`config.mk`:
```
export PLATFORM = sky130hd
export DESIGN_NAME = i2s_master_tx
export DESIGN_NICKNAME = d
export VERILOG_FILES = /design/src/rtl/i2s_tx_pkg.sv /design/src/rtl/i2s_clkgen.sv /design/src/rtl/i2s_sample_hold.sv /design/src/rtl/i2s_slot_mux.sv /design/src/rtl/i2s_master_tx.sv
export SDC_FILE = /design/constraint.sdc
export NUM_CORES = 1
export LEC_CHECK = 0
export ABC_AREA = 1
export ABC_CLOCK_PERIOD_IN_PS = 2800
export CAP_MARGIN = 30
export CORE_MARGIN = 4
export CORE_UTILIZATION = 55
export DETAILED_ROUTE_END_ITERATION = 10
export DONT_BUFFER_PORTS = 1
export PLACE_DENSITY = 0.8
export SLEW_MARGIN = 20
export SYNTH_ARGS = -nofsm -noshare
export SYNTH_HDL_FRONTEND = slang
export SYNTH_HIERARCHICAL = 1
export SYNTH_SLANG_ARGS = --single-unit
export TNS_END_PERCENT = 1
```
`constraint.sdc`:
```
create_clock -name clk -period 2.8 [get_ports clk]
set_input_delay 0.56 -clock clk [delete_from_list [all_inputs] [get_ports clk]]
set_output_delay 0.56 -clock clk [all_outputs]
set_load 0.03 [all_outputs]
```
`src/rtl/i2s_tx_pkg.sv`:
```
package i2s_tx_pkg;
   localparam int SLOTS_PER_FRAME = 2;

   typedef enum logic {
      CH_LEFT  = 1'b0,
      CH_RIGHT = 1'b1
   } chan_e;

   function automatic int log2_up(input int v);
      int r;
      r = 0;
      while ((1 << r) < v) r++;
      return (r < 1) ? 1 : r;
   endfunction
endpackage

```
`src/rtl/i2s_clkgen.sv`:
```
module i2s_clkgen
   import i2s_tx_pkg::*;
#(
   parameter int CLKS_PER_BIT = 64,
   parameter int SLOT_W       = 32,
   localparam int PHW         = log2_up(CLKS_PER_BIT),
   localparam int BW          = log2_up(SLOTS_PER_FRAME * SLOT_W)
) (
   input  logic           clk,
   input  logic           rst_n,
   input  logic           enable,
   output logic           run,
   output logic [PHW-1:0] phase,
   output logic [BW-1:0]  bit_idx,
   output logic           frame_start,
   output logic           bclk_n,
   output logic           mclk_n
);
   localparam int MDIV              = CLKS_PER_BIT / 8;
   localparam logic [PHW-1:0] PH_MAX  = PHW'(CLKS_PER_BIT - 1);
   localparam logic [PHW-1:0] PH_HALF = PHW'(CLKS_PER_BIT / 2);
   localparam logic [BW-1:0]  BIT_MAX = BW'(SLOTS_PER_FRAME * SLOT_W - 1);

   always_ff @(posedge clk or negedge rst_n) begin
      if (!rst_n) begin
         run     <= 1'b0;
         phase   <= '0;
         bit_idx <= '0;
      end else begin
         run <= enable;
         if (run && enable) begin
            if (phase == PH_MAX) begin
               phase   <= '0;
               bit_idx <= (bit_idx == BIT_MAX) ? '0 : bit_idx + 1'b1;
            end else begin
               phase <= phase + 1'b1;
            end
         end else begin
            phase   <= '0;
            bit_idx <= '0;
         end
      end
   end

   assign frame_start = run && (phase == '0) && (bit_idx == '0);
   assign bclk_n      = (phase >= PH_HALF);

   generate
      if ((MDIV & (MDIV - 1)) == 0) begin : g_mclk_pow2
         localparam int MB = (MDIV == 1) ? 0 : log2_up(MDIV);
         assign mclk_n = phase[MB];
      end else begin : g_mclk_div
         always_comb begin
            mclk_n = (((int'(phase)) / MDIV) % 2) == 1;
         end
      end
   endgenerate

   p_start_full_bit_r1: assert property (@(posedge clk) disable iff (!rst_n)
      $rose(run) |-> (phase == '0) && (bit_idx == '0));

   p_bit_advance_r3: assert property (@(posedge clk) disable iff (!rst_n)
      (run && $past(run) && enable && $past(enable) && $past(phase) == PH_MAX && $past(bit_idx) != BIT_MAX)
      |-> bit_idx == $past(bit_idx) + 1'b1);
endmodule

```
`src/rtl/i2s_sample_hold.sv`:
```
module i2s_sample_hold #(
   parameter int SAMPLE_W = 24
) (
   input  logic                clk,
   input  logic                rst_n,
   input  logic                load,
   input  logic                s_valid,
   input  logic [SAMPLE_W-1:0] s_left,
   input  logic [SAMPLE_W-1:0] s_right,
   output logic                s_ready,
   output logic [SAMPLE_W-1:0] act_left,
   output logic [SAMPLE_W-1:0] act_right
);
   logic                pend;
   logic [SAMPLE_W-1:0] hold_l;
   logic [SAMPLE_W-1:0] hold_r;
   logic                accept;

   assign s_ready = !pend || load;
   assign accept  = s_valid && s_ready;

   always_ff @(posedge clk or negedge rst_n) begin
      if (!rst_n) begin
         pend      <= 1'b0;
         hold_l    <= '0;
         hold_r    <= '0;
         act_left  <= '0;
         act_right <= '0;
      end else begin
         if (load && pend) begin
            act_left  <= hold_l;
            act_right <= hold_r;
         end
         if (accept) begin
            hold_l <= s_left;
            hold_r <= s_right;
         end
         pend <= accept || (pend && !load);
      end
   end

   p_accept_fills_r8: assert property (@(posedge clk) disable iff (!rst_n)
      (s_valid && s_ready) |=> pend);

   p_hold_stable_r9: assert property (@(posedge clk) disable iff (!rst_n)
      (pend && !load) |=> $stable(hold_l) && $stable(hold_r));

   p_collide_keeps_full_r10: assert property (@(posedge clk) disable iff (!rst_n)
      (pend && load && s_valid) |=> pend && act_left == $past(hold_l) && hold_l == $past(s_left));
endmodule

```
`src/rtl/i2s_slot_mux.sv`:
```
module i2s_slot_mux
   import i2s_tx_pkg::*;
#(
   parameter int SAMPLE_W = 24,
   parameter int SLOT_W   = 32,
   localparam int BW      = log2_up(SLOTS_PER_FRAME * SLOT_W),
   localparam int SW      = log2_up(SAMPLE_W)
) (
   input  logic [BW-1:0]       bit_idx,
   input  logic [SAMPLE_W-1:0] left_w,
   input  logic [SAMPLE_W-1:0] right_w,
   output logic                chan,
   output logic                dout_n
);
   localparam logic [BW-1:0] SLOT_L = BW'(SLOT_W);
   localparam logic [BW-1:0] SAMP_L = BW'(SAMPLE_W);

   chan_e               ch;
   logic [BW-1:0]       pos;
   logic [BW-1:0]       sel;
   logic [SAMPLE_W-1:0] word;
   logic                in_field;

   always_comb begin
      ch       = (bit_idx >= SLOT_L) ? CH_RIGHT : CH_LEFT;
      pos      = (ch == CH_RIGHT) ? bit_idx - SLOT_L : bit_idx;
      word     = (ch == CH_RIGHT) ? right_w : left_w;
      in_field = (pos != '0) && (pos <= SAMP_L);
      sel      = SAMP_L - pos;
      dout_n   = in_field ? word[sel[SW-1:0]] : 1'b0;
   end

   assign chan = (ch == CH_RIGHT);
endmodule

```
`src/rtl/i2s_master_tx.sv`:
```
module i2s_master_tx
   import i2s_tx_pkg::*;
#(
   parameter int CLKS_PER_BIT = 64,
   parameter int SAMPLE_W     = 24,
   parameter int SLOT_W       = 32
) (
   input  logic                clk,
   input  logic                rst_n,
   input  logic                enable,
   input  logic                s_valid,
   input  logic [SAMPLE_W-1:0] s_left,
   input  logic [SAMPLE_W-1:0] s_right,
   output logic                s_ready,
   output logic                mclk,
   output logic                bclk,
   output logic                lrclk,
   output logic                dout,
   output logic                frame_req
);
   localparam int PHW = log2_up(CLKS_PER_BIT);
   localparam int BW  = log2_up(SLOTS_PER_FRAME * SLOT_W);

   generate
      if (CLKS_PER_BIT < 8 || (CLKS_PER_BIT % 8) != 0) begin : g_bad_cpb
         $error("CLKS_PER_BIT must be a positive multiple of 8");
      end
      if (SAMPLE_W < 2 || SAMPLE_W >= SLOT_W) begin : g_bad_width
         $error("SAMPLE_W must be at least 2 and below SLOT_W");
      end
   endgenerate

   logic                run;
   logic [PHW-1:0]      phase;
   logic [BW-1:0]       bit_idx;
   logic                frame_start;
   logic                bclk_n;
   logic                mclk_n;
   logic                chan_n;
   logic                dout_n;
   logic [SAMPLE_W-1:0] act_left;
   logic [SAMPLE_W-1:0] act_right;
   logic                out_en;

   i2s_clkgen #(
      .CLKS_PER_BIT(CLKS_PER_BIT),
      .SLOT_W      (SLOT_W)
   ) u_clkgen (
      .clk        (clk),
      .rst_n      (rst_n),
      .enable     (enable),
      .run        (run),
      .phase      (phase),
      .bit_idx    (bit_idx),
      .frame_start(frame_start),
      .bclk_n     (bclk_n),
      .mclk_n     (mclk_n)
   );

   i2s_sample_hold #(
      .SAMPLE_W(SAMPLE_W)
   ) u_hold (
      .clk      (clk),
      .rst_n    (rst_n),
      .load     (frame_start),
      .s_valid  (s_valid),
      .s_left   (s_left),
      .s_right  (s_right),
      .s_ready  (s_ready),
      .act_left (act_left),
      .act_right(act_right)
   );

   i2s_slot_mux #(
      .SAMPLE_W(SAMPLE_W),
      .SLOT_W  (SLOT_W)
   ) u_mux (
      .bit_idx(bit_idx),
      .left_w (act_left),
      .right_w(act_right),
      .chan   (chan_n),
      .dout_n (dout_n)
   );

   always_ff @(posedge clk or negedge rst_n) begin
      if (!rst_n) begin
         out_en    <= 1'b0;
         mclk      <= 1'b0;
         bclk      <= 1'b0;
         lrclk     <= 1'b0;
         dout      <= 1'b0;
         frame_req <= 1'b0;
      end else begin
         out_en    <= run;
         mclk      <= run && mclk_n;
         bclk      <= run && bclk_n;
         lrclk     <= run && chan_n;
         dout      <= run && dout_n;
         frame_req <= frame_start;
      end
   end

   p_lr_on_fall_r3: assert property (@(posedge clk) disable iff (!rst_n)
      (out_en && $past(out_en) && !$stable(lrclk)) |-> $fell(bclk));

   p_dout_on_fall_r6: assert property (@(posedge clk) disable iff (!rst_n)
      (out_en && $past(out_en) && !$stable(dout)) |-> $fell(bclk));

   p_req_single_r7: assert property (@(posedge clk) disable iff (!rst_n)
      frame_req |=> !frame_req);

   p_req_left_r7: assert property (@(posedge clk) disable iff (!rst_n)
      frame_req |-> !lrclk && !bclk && !mclk);

   p_idle_quiet_r11: assert property (@(posedge clk) disable iff (!rst_n)
      !out_en |-> !mclk && !bclk && !lrclk && !dout && !frame_req);

   p_mclk_aligned_r2: assert property (@(posedge clk) disable iff (!rst_n)
      $rose(bclk) |-> !mclk);
endmodule

```
* Yosys cells after proc, flatten, opt, wreduce, memory -nomap -nowiden
Cells that the tools add are included.
** Operators by class
- Eq/ne operators :: 3
- Reduce and logical (&&, ||, !) cells :: 18
- Multiplexer cells :: 11
- $add $sub $neg :: 4
- Order comparisons :: 4
** Operator list (count)
- $mux W6 :: 6
- $mux W24 :: 1
- $add A6 B1 Y6 const B :: 2
- $eq A6 B6 Y1 const B :: 2
- $ge A6 B6 Y1 const B :: 2
- $logic_not A6 Y1 :: 2
- $logic_and A1 B1 Y1 :: 11
- $le A6 B5 Y1 const B :: 1
- $lt A5 B6 Y1 const B :: 1
- $reduce_bool A6 Y1 :: 1
- $sub A6 B6 Y6 const B :: 1
- $bmux W1 S5 :: 1
- $sub A5 B5 Y5 const A :: 1
- $mux W1 :: 3
- $logic_not A1 Y1 :: 2
- $logic_or A1 B1 Y1 :: 2
- $ne A2 B2 Y1 const B :: 1
** Word-level totals
- Register bits :: 115
- Bits of input ports :: 52

* Depth between registers and ports, before layout
- Depth in word-level cells :: 8
- Depth in mapped cells :: 14
- Gate-level depth less buffers :: 13

* Modules after synthesis
The synthesis kept the hierarchy.
** By module, submodules not included
- i2s_sample_hold :: area an instance 3797.4 um^2, instances 1, sequential area each 2427.3 um^2, cells an instance 423
- i2s_clkgen :: area an instance 757.0 um^2, instances 1, sequential area each 325.3 um^2, cells an instance 98
- i2s_slot_mux :: area an instance 610.6 um^2, instances 1, sequential area each 0.0 um^2, cells an instance 133
- i2s_master_tx :: area an instance 155.1 um^2, instances 1, sequential area each 125.1 um^2, cells an instance 13

* Worst setup path before layout
OpenSTA, ideal clock, no wires.
- Path type :: reg-to-output
- From :: register u_clkgen.bit_idx[0]
- To :: output s_ready
- Data arrival time :: 1.809 ns
- Path buffers :: 1
- Stages on the path, launching flop included :: 8
- Slack :: 0.431 ns
- Data required time :: 2.240 ns
- Cell sequence :: dfrtp_1 inv_1 ha_1 nand3_1 nor3_1 inv_2 nand2_1 clkbuf_1
** On the way
- Word-level cells in the longest chain between the ends :: 3
** Ends and longest elaborated chain
- from (decl) :: line i2s_clkgen.sv:14 : output logic [BW-1:0] bit_idx,
- from (signal assigned) :: line i2s_clkgen.sv:34 : bit_idx <= (bit_idx == BIT_MAX) ? '0 : bit_idx + 1'b1;
- $logic_not A6 Y1 :: line i2s_clkgen.sv:45 : assign frame_start = run && (phase == '0) && (bit_idx == '0);
- $logic_and A1 B1 Y1 :: line i2s_clkgen.sv:45
- net frame_start :: line i2s_master_tx.sv:36 : logic frame_start;
- $logic_or A1 B1 Y1 :: line i2s_sample_hold.sv:19 : assign s_ready = !pend || load;
- to (decl) :: line i2s_master_tx.sv:14 : output logic s_ready,
The timed path passes the listed nets, and every way through them passes these cells.

* Final worst setup path
Ends and elaborated chain as after synthesis.

==> reports/qor.tcl <==
set qor(start_of_the_worst_register_to_register_path) {u_clkgen/bit_idx[0]$_DFFE_PN0P_}
set qor(clkSinkCount) 115
set qor(floorplan.core_area_mm2) 0.00933
set qor(worst_path_dominant_cell_family) {simple AND/OR/NAND/NOR gates}
set qor(maxSlewViolCount) 0
set qor(finish.net_count) 710
set qor(cp.arrival_ps) 1980
set qor(total_leakage_power_nw) 3.13
set qor(post_route_cells_drive_above_1_share_pct) 7.96
set qor(grt_pass1_vias) 4201
set qor(antenna_violating_nets_post_route) 0
set qor(tritoncts) {yes}
set qor(firstDrtPassIters) 5
set qor(worst_setup_path_end_kind) {output pin}
set qor(ys.warnings.count) 6
set qor(areaGrowthSynthToFinish_pct) 11.5
set qor(synthCells) 666
set qor(die-width_um) 106
set qor(clock.fmax_ghz) 0.394
set qor(clock_tree.buffer_depth) 2
set qor(worst_path_largest_cell_delay_ps) 520
set qor(net_count_after_synthesis) 723
set qor(max_cap_violations) 0
set qor(die_area_mm2) 0.0113
set qor(timing.critical_path.fanout_max) 17
set qor(worstRegToRegCells) 9
set qor(timing.max_slew.rel_slack_pct) 69.3
set qor(power_per_cell_area_mw_per_mm2) 805
set qor(drc) 0
set qor(clock_latency_ps) 520
set qor(setup_viol) 0
set qor(post_drt_wl_per_cell_um) 14.6
set qor(fillCellCount) 787
set qor(clk_pin_slew_worst_paths_ps) 60
set qor(cts_root_buffer) {sky130_fd_sc_hd__clkbuf_8}
set qor(avgViaCountPerCell) 5.43
set qor(crit_chain) {inv_1 -> ha_1 -> nand3_1 -> nor3_2 -> inv_2 -> nand2_2}
set qor(io-pin-count) 58
set qor(dpl.hpwl_um) 7670
set qor(final_core_util_pct) 63.5
set qor(totalNegativeSetupSlack_ps) 0
set qor(least_setup_slack_across_all_paths_after_layout_ps) 262
set qor(worstPathBufferInverterCount) 2
set qor(cp_slowest_cell) {sky130_fd_sc_hd__dfrtp_2}
set qor(mostFrequentLayoutCells) {sky130_fd_sc_hd__nand2_1, sky130_fd_sc_hd__nand3_1, sky130_fd_sc_hd__dfrtp_1, sky130_fd_sc_hd__inv_1, sky130_fd_sc_hd__clkbuf_16}
set qor(post-route-min-period_ps) 2540
set qor(diodes) 0
set qor(finalHoldViolations) 115
set qor(rows) 35
set qor(floorplan.initialDensity_pct) 57.0
set qor(result_of_the_run) {complete, but fails checks}
set qor(worstSetupPathType) {flip-flop to output pin}
set qor(setup_repair_after_global_routing_missed_its_margin) {no}
set qor(wire_length_of_the_first_global_routing_pass_um) 20100
set qor(cts-buffers-inserted) 17
set qor(gr-usage-all-layers_pct) 22.1
set qor(r2r-end) {u_hold/act_left[16]$_DFFE_PN0P_}
set qor(numPlacedInstances) 763
set qor(globalRouteOverflowTotal) 0
set qor(worst_clock_skew_ps) 8.24
set qor(antenna_violations_before_repair) 0
set qor(post_layout_nonfiller_instances) 795
set qor(die_y_um) 106
set qor(hold_path.class) {input port to asynchronous set/reset pin}
set qor(rrSetupSlack_ps) 620
set qor(gpl.final_weighted_congestion) 0.868
set qor(max_slew.worst_pin.slew_ps) 460
set qor(finalWirelength_um) 11600
set qor(cp-start-kind) {flip-flop}
set qor(period_share_pct) 90.6
set qor(post_place_worst_slack_ps) 541
set qor(holdWs_ps) -262
set qor(io_buffers) 0
set qor(grt_max_degree) 116
set qor(mostFrequentLayoutCell) {sky130_fd_sc_hd__nand2_1}
set qor(via_count) 4317
set qor(dr.first_iter.drc_count) 310
set qor(critPathRequiredTime_ps) 2240
set qor(synth_area_mm2) 0.00531
set qor(fin_total_pwr_mw) 4.77
set qor(violated_checks) {negative hold slack}
set qor(total_number_of_h_tree_levels) 4
set qor(synthesis.area_per_instance_um2) 7.98
set qor(max_vdd_drop_mv) 0.407
-- stage by stage --
step           area, um^2  hold WS, ps
2_1_floorplan        5310          264
3_3_place_gp         5330          268
3_5_place_dp         5330          268
4_1_cts              5920         -283
5_1_grt              5920         -292
6_report             5920         -262
-- flip-flops by register name, indices dropped and copies added, names as in the netlist --
name and cells:
lrclk 1, frame_req 1, mclk 1, u_clkgen/phase 6, bclk 1, u_hold/pend 1
u_hold/act_left 24, dout 1, u_hold/hold_l 24, u_clkgen/run 1, u_hold/act_right 24, u_hold/hold_r 24
u_clkgen/bit_idx 6
-- metal layers --
metal / global-route usage, % / routed length (um) / part of all wire [%]
met1: 30.1 / 5270 / 45
met5: 0 / 0 / 0
met2: 34.0 / 5550 / 48
met3: 7.16 / 656 / 5.6
met4: 6.57 / 161 / 1.4
-- timing repair --
item,4_1_cts,5_1_grt
endpoints found under the setup margin,0,1
setup buffers,0,0
hold endpoints to repair,115,115
gates resized for setup,0,1
-- power by group --
group | internal (mW) | switching [mW] | total, mW | leakage (nW)
logic | 0.188 | 0.307 | 0.495 | 1.39
registers | 1.95 | 0.186 | 2.14 | 1.46
clock network | 1.33 | 0.807 | 2.13 | 0.286
-- layout make-up --
cell class / count / area (um^2) / area share [%]
clock inverters: 13 / 146 / 2.47
clock buffers: 19 / 442 / 7.46
inverters: 34 / 133 / 2.24
multi-input cells: 476 / 2090 / 35.3
repair buffers: 9 / 67.6 / 1.14
well taps: 129 / 161 / 2.73
flip-flops and latches: 115 / 2880 / 48.6
-- worst max path at each step --
stage | slack, ps | cells past startpoint | endpoint | start
finish | 260 | 6 | s_ready | u_clkgen/bit_idx[0]$_DFFE_PN0P_
global route | 110 | 6 | s_ready | u_clkgen/bit_idx[0]$_DFFE_PN0P_
CTS | 120 | 6 | s_ready | u_clkgen/bit_idx[0]$_DFFE_PN0P_
detailed placement | 540 | 11 | dout$_DFF_PN0_ | u_clkgen/bit_idx[0]$_DFFE_PN0P_
global placement | 560 | 11 | dout$_DFF_PN0_ | u_clkgen/bit_idx[0]$_DFFE_PN0P_
floorplan | 430 | 7 | s_ready | u_clkgen/bit_idx[0]$_DFFE_PN0P_
(Power assumes the default switching activity.)
